$ cat src/rtl/afp_pkg.sv
package afp_pkg;

    localparam int NUM_CLASS = 9;

    localparam int CL_FOLD  = 0;
    localparam int CL_OTEMP = 1;
    localparam int CL_OCUR  = 2;
    localparam int CL_OVOLT = 3;
    localparam int CL_UVOLT = 4;
    localparam int CL_ODISS = 5;
    localparam int CL_WIN   = 6;
    localparam int CL_LOCK  = 7;
    localparam int CL_FREQ  = 8;

    // classes that recover by themselves after a delay
    localparam logic [NUM_CLASS-1:0] AUTO_MASK    = 9'h006;
    // classes that float the outputs
    localparam logic [NUM_CLASS-1:0] FLOAT_MASK   = 9'h1FE;
    // classes that pull the diagnostic line
    localparam logic [NUM_CLASS-1:0] DIAG_MASK    = 9'h07E;
    // classes that demand a soft-start on recovery
    localparam logic [NUM_CLASS-1:0] RESTART_MASK = 9'h1F8;

    typedef enum logic [1:0] {
        ST_SOFT  = 2'd0,
        ST_FLOAT = 2'd1,
        ST_RUN   = 2'd2
    } sup_state_t;

endpackage

$ cat src/rtl/afp_recovery_timer.sv
module afp_recovery_timer #(
    parameter int DELAY_CYC = 100
) (
    input  logic clk,
    input  logic rst_n,
    input  logic cond,
    output logic hold
);
    localparam int DW = $clog2(DELAY_CYC + 1);

    logic [DW-1:0] cnt;

    always_ff @(posedge clk) begin
        if (!rst_n) begin
            cnt <= '0;
        end else if (cond) begin
            cnt <= DW'(DELAY_CYC);
        end else if (cnt != '0) begin
            cnt <= cnt - 1'b1;
        end
    end

    assign hold = cond || (cnt != '0);
endmodule

$ cat src/rtl/afp_flag_bank.sv
module afp_flag_bank #(
    parameter int N = 9
) (
    input  logic         clk,
    input  logic         rst_n,
    input  logic [N-1:0] set_vec,
    input  logic         rd_clr,
    output logic [N-1:0] flags
);
    always_ff @(posedge clk) begin
        if (!rst_n) begin
            flags <= '0;
        end else if (rd_clr) begin
            flags <= set_vec;
        end else begin
            flags <= flags | set_vec;
        end
    end
endmodule

$ cat src/rtl/afp_state_ctrl.sv
module afp_state_ctrl
    import afp_pkg::*;
#(
    parameter int SOFT_CYC = 1024
) (
    input  logic clk,
    input  logic rst_n,
    input  logic float_any,
    input  logic restart_any,
    input  logic diag_any,
    input  logic fold_req,
    output logic out_enable,
    output logic diag_pull,
    output logic vol_reduce
);
    localparam int SW = $clog2(SOFT_CYC + 1);

    sup_state_t    state, state_nx;
    logic [SW-1:0] soft_cnt;
    logic          need_rs, need_rs_nx;

    always_comb begin
        state_nx = state;
        unique case (state)
            ST_RUN: begin
                if (float_any) state_nx = ST_FLOAT;              // T_TRIP
            end
            ST_FLOAT: begin
                if (!float_any) begin
                    state_nx = need_rs ? ST_SOFT : ST_RUN;       // T_RESTART / T_RESUME
                end
            end
            ST_SOFT: begin
                if (float_any)           state_nx = ST_FLOAT;    // T_TRIP
                else if (soft_cnt == '0) state_nx = ST_RUN;      // T_READY
            end
            default: state_nx = ST_FLOAT;
        endcase
    end

    always_comb begin
        need_rs_nx = restart_any
                  || (need_rs && state_nx == ST_FLOAT)
                  || (state == ST_SOFT && state_nx == ST_FLOAT);
    end

    always_ff @(posedge clk) begin
        if (!rst_n) begin
            state    <= ST_SOFT;
            soft_cnt <= SW'(SOFT_CYC);
            need_rs  <= 1'b0;
        end else begin
            state   <= state_nx;
            need_rs <= need_rs_nx;
            if (state_nx == ST_SOFT && state != ST_SOFT) begin
                soft_cnt <= SW'(SOFT_CYC);
            end else if (state == ST_SOFT && soft_cnt != '0) begin
                soft_cnt <= soft_cnt - 1'b1;
            end
        end
    end

    always_ff @(posedge clk) begin
        if (!rst_n) begin
            diag_pull  <= 1'b0;
            vol_reduce <= 1'b0;
        end else begin
            diag_pull  <= diag_any;
            vol_reduce <= fold_req;
        end
    end

    assign out_enable = (state == ST_RUN);
endmodule

$ cat src/rtl/amp_fault_supervisor.sv
module amp_fault_supervisor
    import afp_pkg::*;
#(
    parameter int DELAY_CYC = 100,
    parameter int SOFT_CYC  = 1024
) (
    input  logic                 clk,
    input  logic                 rst_n,
    input  logic                 temp_warn,
    input  logic                 temp_diss,
    input  logic                 temp_crit,
    input  logic                 over_current,
    input  logic                 supply_high,
    input  logic                 supply_low,
    input  logic                 rail_low,
    input  logic                 out_window,
    input  logic                 pll_unlock,
    input  logic                 pll_slow,
    input  logic                 flag_rd,
    output logic                 out_enable,
    output logic                 diag_pull,
    output logic                 vol_reduce,
    output logic [NUM_CLASS-1:0] fault_flags
);
    logic [NUM_CLASS-1:0] cond;
    logic [NUM_CLASS-1:0] hold;

    always_comb begin
        cond           = '0;
        cond[CL_FOLD]  = temp_warn;
        cond[CL_OTEMP] = temp_crit;
        cond[CL_OCUR]  = over_current;
        cond[CL_OVOLT] = supply_high;
        cond[CL_UVOLT] = supply_low || rail_low;
        cond[CL_ODISS] = temp_diss && over_current;
        cond[CL_WIN]   = out_window;
        cond[CL_LOCK]  = pll_unlock;
        cond[CL_FREQ]  = pll_slow;
    end

    for (genvar g = 0; g < NUM_CLASS; g++) begin : g_class
        if (AUTO_MASK[g]) begin : g_auto
            afp_recovery_timer #(.DELAY_CYC(DELAY_CYC)) u_tmr (
                .clk   (clk),
                .rst_n (rst_n),
                .cond  (cond[g]),
                .hold  (hold[g])
            );
        end else begin : g_level
            assign hold[g] = cond[g];
        end
    end

    afp_flag_bank #(.N(NUM_CLASS)) u_flags (
        .clk     (clk),
        .rst_n   (rst_n),
        .set_vec (cond),
        .rd_clr  (flag_rd),
        .flags   (fault_flags)
    );

    afp_state_ctrl #(.SOFT_CYC(SOFT_CYC)) u_ctrl (
        .clk         (clk),
        .rst_n       (rst_n),
        .float_any   (|(hold & FLOAT_MASK)),
        .restart_any (|(hold & RESTART_MASK)),
        .diag_any    (|(hold & DIAG_MASK)),
        .fold_req    (hold[CL_FOLD]),
        .out_enable  (out_enable),
        .diag_pull   (diag_pull),
        .vol_reduce  (vol_reduce)
    );
endmodule

$ cat config.mk
export PLATFORM = sky130hd
export DESIGN_NAME = amp_fault_supervisor
export DESIGN_NICKNAME = d
export VERILOG_FILES = /design/src/rtl/afp_pkg.sv /design/src/rtl/afp_recovery_timer.sv /design/src/rtl/afp_flag_bank.sv /design/src/rtl/afp_state_ctrl.sv /design/src/rtl/amp_fault_supervisor.sv
export SDC_FILE = /design/constraint.sdc
export NUM_CORES = 1
export LEC_CHECK = 0
export ABC_AREA = 1
export CAP_MARGIN = 20
export CORE_UTILIZATION = 45
export CTS_CLUSTER_SIZE = 28
export DETAILED_ROUTE_END_ITERATION = 8
export DONT_BUFFER_PORTS = 1
export PLACE_DENSITY = 0.68
export SYNTH_ARGS = -nofsm -noshare
export SYNTH_HDL_FRONTEND = slang
export SYNTH_SLANG_ARGS = --single-unit
$ cat constraint.sdc
create_clock -name clk -period 2.2 [get_ports clk]
set_clock_uncertainty 0.15 [all_clocks]
set_input_delay 0.44 -clock clk [delete_from_list [all_inputs] [get_ports clk]]
set_output_delay 0.44 -clock clk [all_outputs]
set_load 0.1 [all_outputs]
==> out/results.ini, run 1 <==
[status]
status = complete, no violations

[sta]
worst_pin_slew_ns = 0.484
drv_slew = 0
finalHoldViolations = 0
fin_crit_sh_pct = 83.2
setup_viol = 0
rsz0062_at_grt = no
relSlewSlack_pct = 67.7
tns_ns = 0
fin_crit_ns = 1.83
fmax_ghz = 0.547

[grt]
grt_pass1_vias = 1403
grt_overflow = 0
antenna_found_initial = 0
grt_first_pass_wirelength_um = 5970
grt_max_degree = 16
grtUsageTotal_pct = 18.0

[floorplanning]
core.rowCount = 22
initial_core_util_pct = 48.4
die_h_um = 65.9
core_um2 = 3800
dieArea_um2 = 4350
ios = 25
dieWidth_um = 65.9

[clock_tree]
cts_tree = built
ctsResizeCount = 0
cts_root_buf = clkbuf_8
clk_pin_slew_ns = 0.07
cts.path.max_buffers = 2
numCtsBuffers = 5
cts_hold_buf = 0
post_cts_buffers = 0
clock_sinks = 39
insertion_delay_ns = 0.28
htreeDepth = 2

[critical_path]
crit-reg2reg-launch = g_class[2].g_auto.u_tmr.cnt[0]
worstSetupStartpoint = g_class[2].g_auto.u_tmr.cnt[0]
crit_required_ns = 2.21
reg2reg_slack_ns = 0.37
cp_max_fo = 11
cp-end-kind = register
path_class = reg2reg
critPathLaunchType = register
worstPathArrival_ns = 1.84

[logic_synthesis]
syn-cell-area_um2 = 1840
avgSynthCellArea_um2 = 7.18
yosysWarnings = 0
synthCells = 256
netlist.area_leader.share_pct = 42.4
synth-seq-cells = 39
synthTopCellsByArea = dfxtp_1, nand2_1, a21oi_1
synth-edff-count = 0
yosysTopAreaCell = dfxtp_1
ys_types = 29
synthArstFlopShare_pct = 0
yosysMostFrequentCell = nand2_1
synth_flop_cell = dfxtp_1
syn_nets = 274
synth_commonest_cells = nand2_1, dfxtp_1, nor2_1
ys_seq_area_share_pct = 42.4

[cells_and_area]
layout.cells.non_filler = 320
postLayoutCoreUtil_pct = 54.2
syn_to_final_growth_pct = 12.0
nets = 289
drive_above_1_share_pct = 11.8
antennaDiodeCount = 0

[routing]
vias = 1580
dr.pass1.iters = 4
viasPerCell = 4.94
drc = 0
routedWlPerCell_um = 10.9
ant_nets = 0
wl_um = 3490
drtIter0Drc = 84

[power_and_ir_drop]
powerDensity_nw_per_um2 = 911
leakage_nw = 0.952
peakVddDrop_uv = 604

[hold_path]
worstHoldStart = rst_n
hold_path_class = in2reg

[placement]
dp_cells = 312
dp_hpwl_um = 2580
gp_congestion = 0.827
numPortBuffers = 0

[flow_run]
max-cap-violations = 0

-- where the power goes --
part,leakage (nW),internal (mW),switching [mW],total (mW)
clock,0.0515,0.286,0.232,0.518
combinational,0.577,0.174,0.337,0.512
sequential,0.324,0.782,0.0659,0.847
-- sequential cells by signal (all words and copies together) (netlist names) --
signal / cells
g_class.g_auto.u_tmr.cnt: 14
u_ctrl.soft_cnt: 11
u_flags.flags: 9
u_ctrl.state: 2
u_ctrl.diag_pull: 1
u_ctrl.need_rs: 1
u_ctrl.vol_reduce: 1
-- per-stage QoR --
| step | setup WS (ns) | total power, mW | hold WS, ns | instance area, um2 |
|---|---|---|---|---|
| after floorplan | 0.445 | 1.29 | 0.272 | 1840 |
| after global placement | 0.395 | 1.37 | 0.283 | 1960 |
| after detailed placement | 0.400 | 1.37 | 0.293 | 1960 |
| after CTS | 0.379 | 1.90 | 0.0903 | 2060 |
| after global routing | 0.165 | 2.00 | 0.0961 | 2060 |
| final | 0.371 | 1.88 | 0.0998 | 2060 |
-- cells in the final DEF (no fill, tap or decap), types with 3 or more instances in the layout --
cell and instances:
a21oi_1 26, buf_4 12, clkbuf_8 7, dfxtp_1 39, ha_1 5, inv_1 32, nand2_1 59, nand2_2 3
nand3_1 12, nand4_1 4, nor2_1 33, nor2_2 4, nor3_1 5, o21ai_0 12, xnor2_1 3, xor2_1 3
-- critical path, stage by stage, from the launching register on --
cell	delay [ns]
dfxtp_1	0.33
inv_1	0.13
ha_1	0.17
inv_1	0.04
nor2_1	0.11
nand4_1	0.16
nor2_4	0.15
nand3_1	0.08
nand2_1	0.31
nor2_1	0.09
-- layer usage --
layer / wire length, um / global-route usage [%] / up-vias / part of all wire, %
met5: 0 / 0 / - / 0
met4: 65 / 8.51 / 0 / 1.9
met3: 204 / 4.31 / 6 / 5.8
met2: 1390 / 26.5 / 44 / 40
met1: 1830 / 24.7 / 681 / 52
li1: - / - / 849 / -
-- area by class of cell --
| class | instances | area, um2 |
|---|---|---|
| multi-input combinational | 180 | 906 |
| inverter | 33 | 124 |
| fill | 375 | 1740 |
| sequential | 39 | 781 |
| clock buffer | 8 | 100 |
| timing repair buffer | 12 | 90.1 |
| tap | 48 | 60.1 |
-- logic make-up (layout without fill, tap and decap cells) --
family,after synthesis,count (layout),synth area share (%)
adders and majority gates,5,5,3.40
DFF,39,39,42.4
and+or+nand+nor,126,126,30.4
AOI/OAI and AO/OA,43,43,12.4
buffers and inverters,37,53,8.43
xor gates and xnor gates,6,6,2.86
-- final timing paths --
path	end	cells past startpoint
min reg2reg	g_class[1].g_auto.u_tmr.cnt[0]	1
max reg2reg	u_ctrl.soft_cnt[6]	9
max	u_ctrl.soft_cnt[6]	9
min	g_class[2].g_auto.u_tmr.cnt[6]	2
(Power assumes the default switching activity.)
==> run 2: changes to the inputs <==
ABC_AREA = 0   (was 1)
PLACE_DENSITY = 0.7   (was 0.68)
clock period = 1.65 ns   (was 2.2 ns; I/O delays follow)
==> run 2 against run 1 <==
The flow now finishes with violations (negative setup slack); register-to-register slack got worse by 0.58 ns; die area fell by 1.3%; hold slack got worse by 0.095 ns; setup slack got worse by 0.58 ns; critical endpoint is now u_ctrl.soft_cnt[7].
==> out/results.ini, run 2 <==
[status]
status = finished, violations left
violations = negative setup slack

[logic_synthesis]
synthCells = 200  ; -22%
ys_seq_area_share_pct = 43.0  ; +0.56 points
yosysTopAreaCell = dfxtp_1
netlist.area_leader.share_pct = 43.0  ; +0.56 points
synth-edff-count = 0  ; unchanged
synth_flop_cell = dfxtp_1
syn-cell-area_um2 = 1820  ; -1.3%
syn_nets = 218  ; -20%
yosysMostFrequentCell = dfxtp_1
ys_types = 43  ; +48%
avgSynthCellArea_um2 = 9.08  ; +26%
yosysWarnings = 0  ; unchanged
synth_commonest_cells = dfxtp_1, nor2_1, inv_1
synthTopCellsByArea = dfxtp_1, o21a_1, nor2b_1
synth-seq-cells = 39  ; unchanged
synthArstFlopShare_pct = 0  ; unchanged

[power_and_ir_drop]
leakage_nw = 1.14  ; +20%
switchingPower_uw = 970  ; +53%
seq_power_share_pct = 40.1  ; -5.1 points
finalPower_mw = 2.86  ; +52%
p_int_mw = 1.89  ; +52%
pwr-share-comb_pct = 38.0  ; +11 points
clock_power_share_pct = 21.9  ; -5.7 points
powerDensity_nw_per_um2 = 1060  ; +17%
switching_share_pct = 33.9  ; +0.052 points
peakVddDrop_uv = 721  ; +19%

[placement]
gp_congestion = 0.777  ; -6.1%
numPortBuffers = 0  ; unchanged
dp_hpwl_um = 3150  ; +22%

[cells_and_area]
reg.largest.list = g_class.g_auto.u_tmr.cnt (14), u_ctrl.soft_cnt (11), u_flags.flags (9)
drive_above_1_share_pct = 40.3  ; +29 points
nets = 285  ; -1.4%
antennaDiodeCount = 0  ; unchanged
largest_reg_flops = 14  ; unchanged
top_register = g_class.g_auto.u_tmr.cnt
syn_to_final_growth_pct = 48.3
fillers = 259  ; -31%
final_common_cell = buf_4
final_cell_mix = buf_4, dfxtp_1, nor2_1, inv_1, o21a_1

[sta]
worst_pin_slew_ns = 0.497  ; +0.0127 ns
hold_ws_ns = 0.00498  ; -0.0948 ns
fin_crit_ns = 1.86  ; +0.0336 ns
fmax_ghz = 0.537  ; -1.8%
setup_slack_ns = -0.213  ; -0.584 ns
drv_slew = 0  ; unchanged
relSlewSlack_pct = 66.6  ; -1.1 points
setup_viol = 12  ; +12
fin_crit_sh_pct = 113  ; +30 points
rsz0062_at_grt = yes
tns_ns = -1.76  ; -1.76 ns
finalHoldViolations = 0  ; unchanged

[clock_tree]
cts_root_buf = clkbuf_8
clk_pin_slew_ns = 0.08  ; about the same
htreeDepth = 2  ; unchanged
clock_sinks = 39  ; unchanged
cts.path.max_buffers = 2  ; unchanged
numCtsBuffers = 5  ; unchanged
cts_tree = built
insertion_delay_ns = 0.29  ; about the same

[grt]
grt_first_pass_wirelength_um = 7610  ; +28%
grt_pass1_vias = 1777  ; +27%
antenna_found_initial = 0  ; unchanged
grt_max_degree = 20  ; +4
grt_overflow = 0  ; unchanged
grtUsageTotal_pct = 23.4  ; +5.3 points

[floorplanning]
dieWidth_um = 65.5  ; -0.63%
dieArea_um2 = 4290  ; -1.3%
core_um2 = 3770  ; -0.72%
core.rowCount = 22  ; unchanged
ios = 25  ; unchanged
initial_core_util_pct = 48.1  ; -0.28 points
die_h_um = 65.5  ; -0.63%

[flow_run]
max-cap-violations = 0  ; unchanged

[critical_path]
critPathLaunchType = register
crit_required_ns = 1.72  ; -0.49 ns
worstPathArrival_ns = 1.94  ; +0.10 ns
path_class = reg2reg
cp-end-kind = register
worst_r2r_path_depth = 4  ; -5
cp_max_fo = 4  ; -7

[hold_path]
hold_path_class = in2reg
hold_depth = 1  ; -1

[routing]
drtIter0Drc = 140  ; +67%
viasPerCell = 5.55  ; +12%
routedWlPerCell_um = 15.8  ; +44%
wl_um = 4980  ; +43%
drc = 0  ; unchanged
vias = 1755  ; +11%
dr.pass1.iters = 4  ; unchanged
ant_nets = 0  ; unchanged

==> run 2: cell families after synthesis <==
family          synth area share (%)
xor+xnor                        3.38
mux                             1.17
flops                           43.0
simple gates                    27.2
buf+inv                         3.31
compound gates                  18.5
fa+ha+maj                       3.45
==> run 2: what timing repair did <==
item,in CTS,in global routing
endpoints found under the setup margin,16,18
gates resized for setup,18,26
buffers inserted,2,4
gates cloned,0,1
hold endpoints to repair,5,7
pin swaps,4,7
hold buffers,1,4
==> run 2: final cells by class <==
class | instances | area (um2) | area share (%)
tap | 48 | 60.1 | 2.23
sequential | 39 | 796 | 29.6
clock buffer | 6 | 72.6 | 2.70
inverter | 12 | 45.0 | 1.67
multi-input combinational | 146 | 1140 | 42.5
clock inverter | 2 | 12.5 | 0.465
timing repair buffer | 63 | 563 | 20.9
==> run 2: routing by layer <==
| layer | share of wire (%) | vias to the layer above | track usage, % |
|---|---|---|---|
| li1 | - | 857 | - |
| met1 | 39 | 844 | 25.0 |
| met2 | 54 | 41 | 42.7 |
| met3 | 3.4 | 13 | 5.38 |
| met4 | 2.8 | 0 | 11.4 |
| met5 | 0 | - | 0 |
==> run 2: worst max-delay path: stages, from the launching register on <==
cell and delay, ns:
dfxtp_2 0.34, or4_4 0.54, nand2b_4 0.16, or4_1 0.46, a21oi_1 0.13
==> run 2: worst paths after layout <==
path              slack (ns)          startpoint                             end
setup / recovery       -0.21  u_ctrl.soft_cnt[1]              u_ctrl.soft_cnt[7]
hold / removal         0.005               rst_n  g_class[2].g_auto.u_tmr.cnt[6]
setup reg to reg       -0.21  u_ctrl.soft_cnt[1]              u_ctrl.soft_cnt[7]
hold reg to reg         0.38  u_ctrl.soft_cnt[7]              u_ctrl.soft_cnt[7]
==> run 2: power groups by stage <==
stage | Clock [mW] | Combinational [mW] | Sequential, mW
floorplan | 0 | 0.420 | 1.27
global placement | 0 | 0.850 | 1.14
detailed placement | 0 | 0.882 | 1.15
CTS | 0.639 | 0.952 | 1.13
global route | 0.695 | 1.16 | 1.16
finish | 0.626 | 1.09 | 1.15
==> run 2: metrics by stage <==
step / util, % / area, um2 / std cells / setup slack [ns]
4_1_cts: 66.6 / 2510 / 307 / -0.210
3_5_place_dp: 61.9 / 2330 / 296 / -0.191
6_report: 71.4 / 2690 / 316 / -0.213
2_1_floorplan: - / 1840 / 200 / -0.122
3_3_place_gp: 61.9 / 2330 / 296 / -0.140
5_1_grt: 71.4 / 2690 / 316 / -0.268
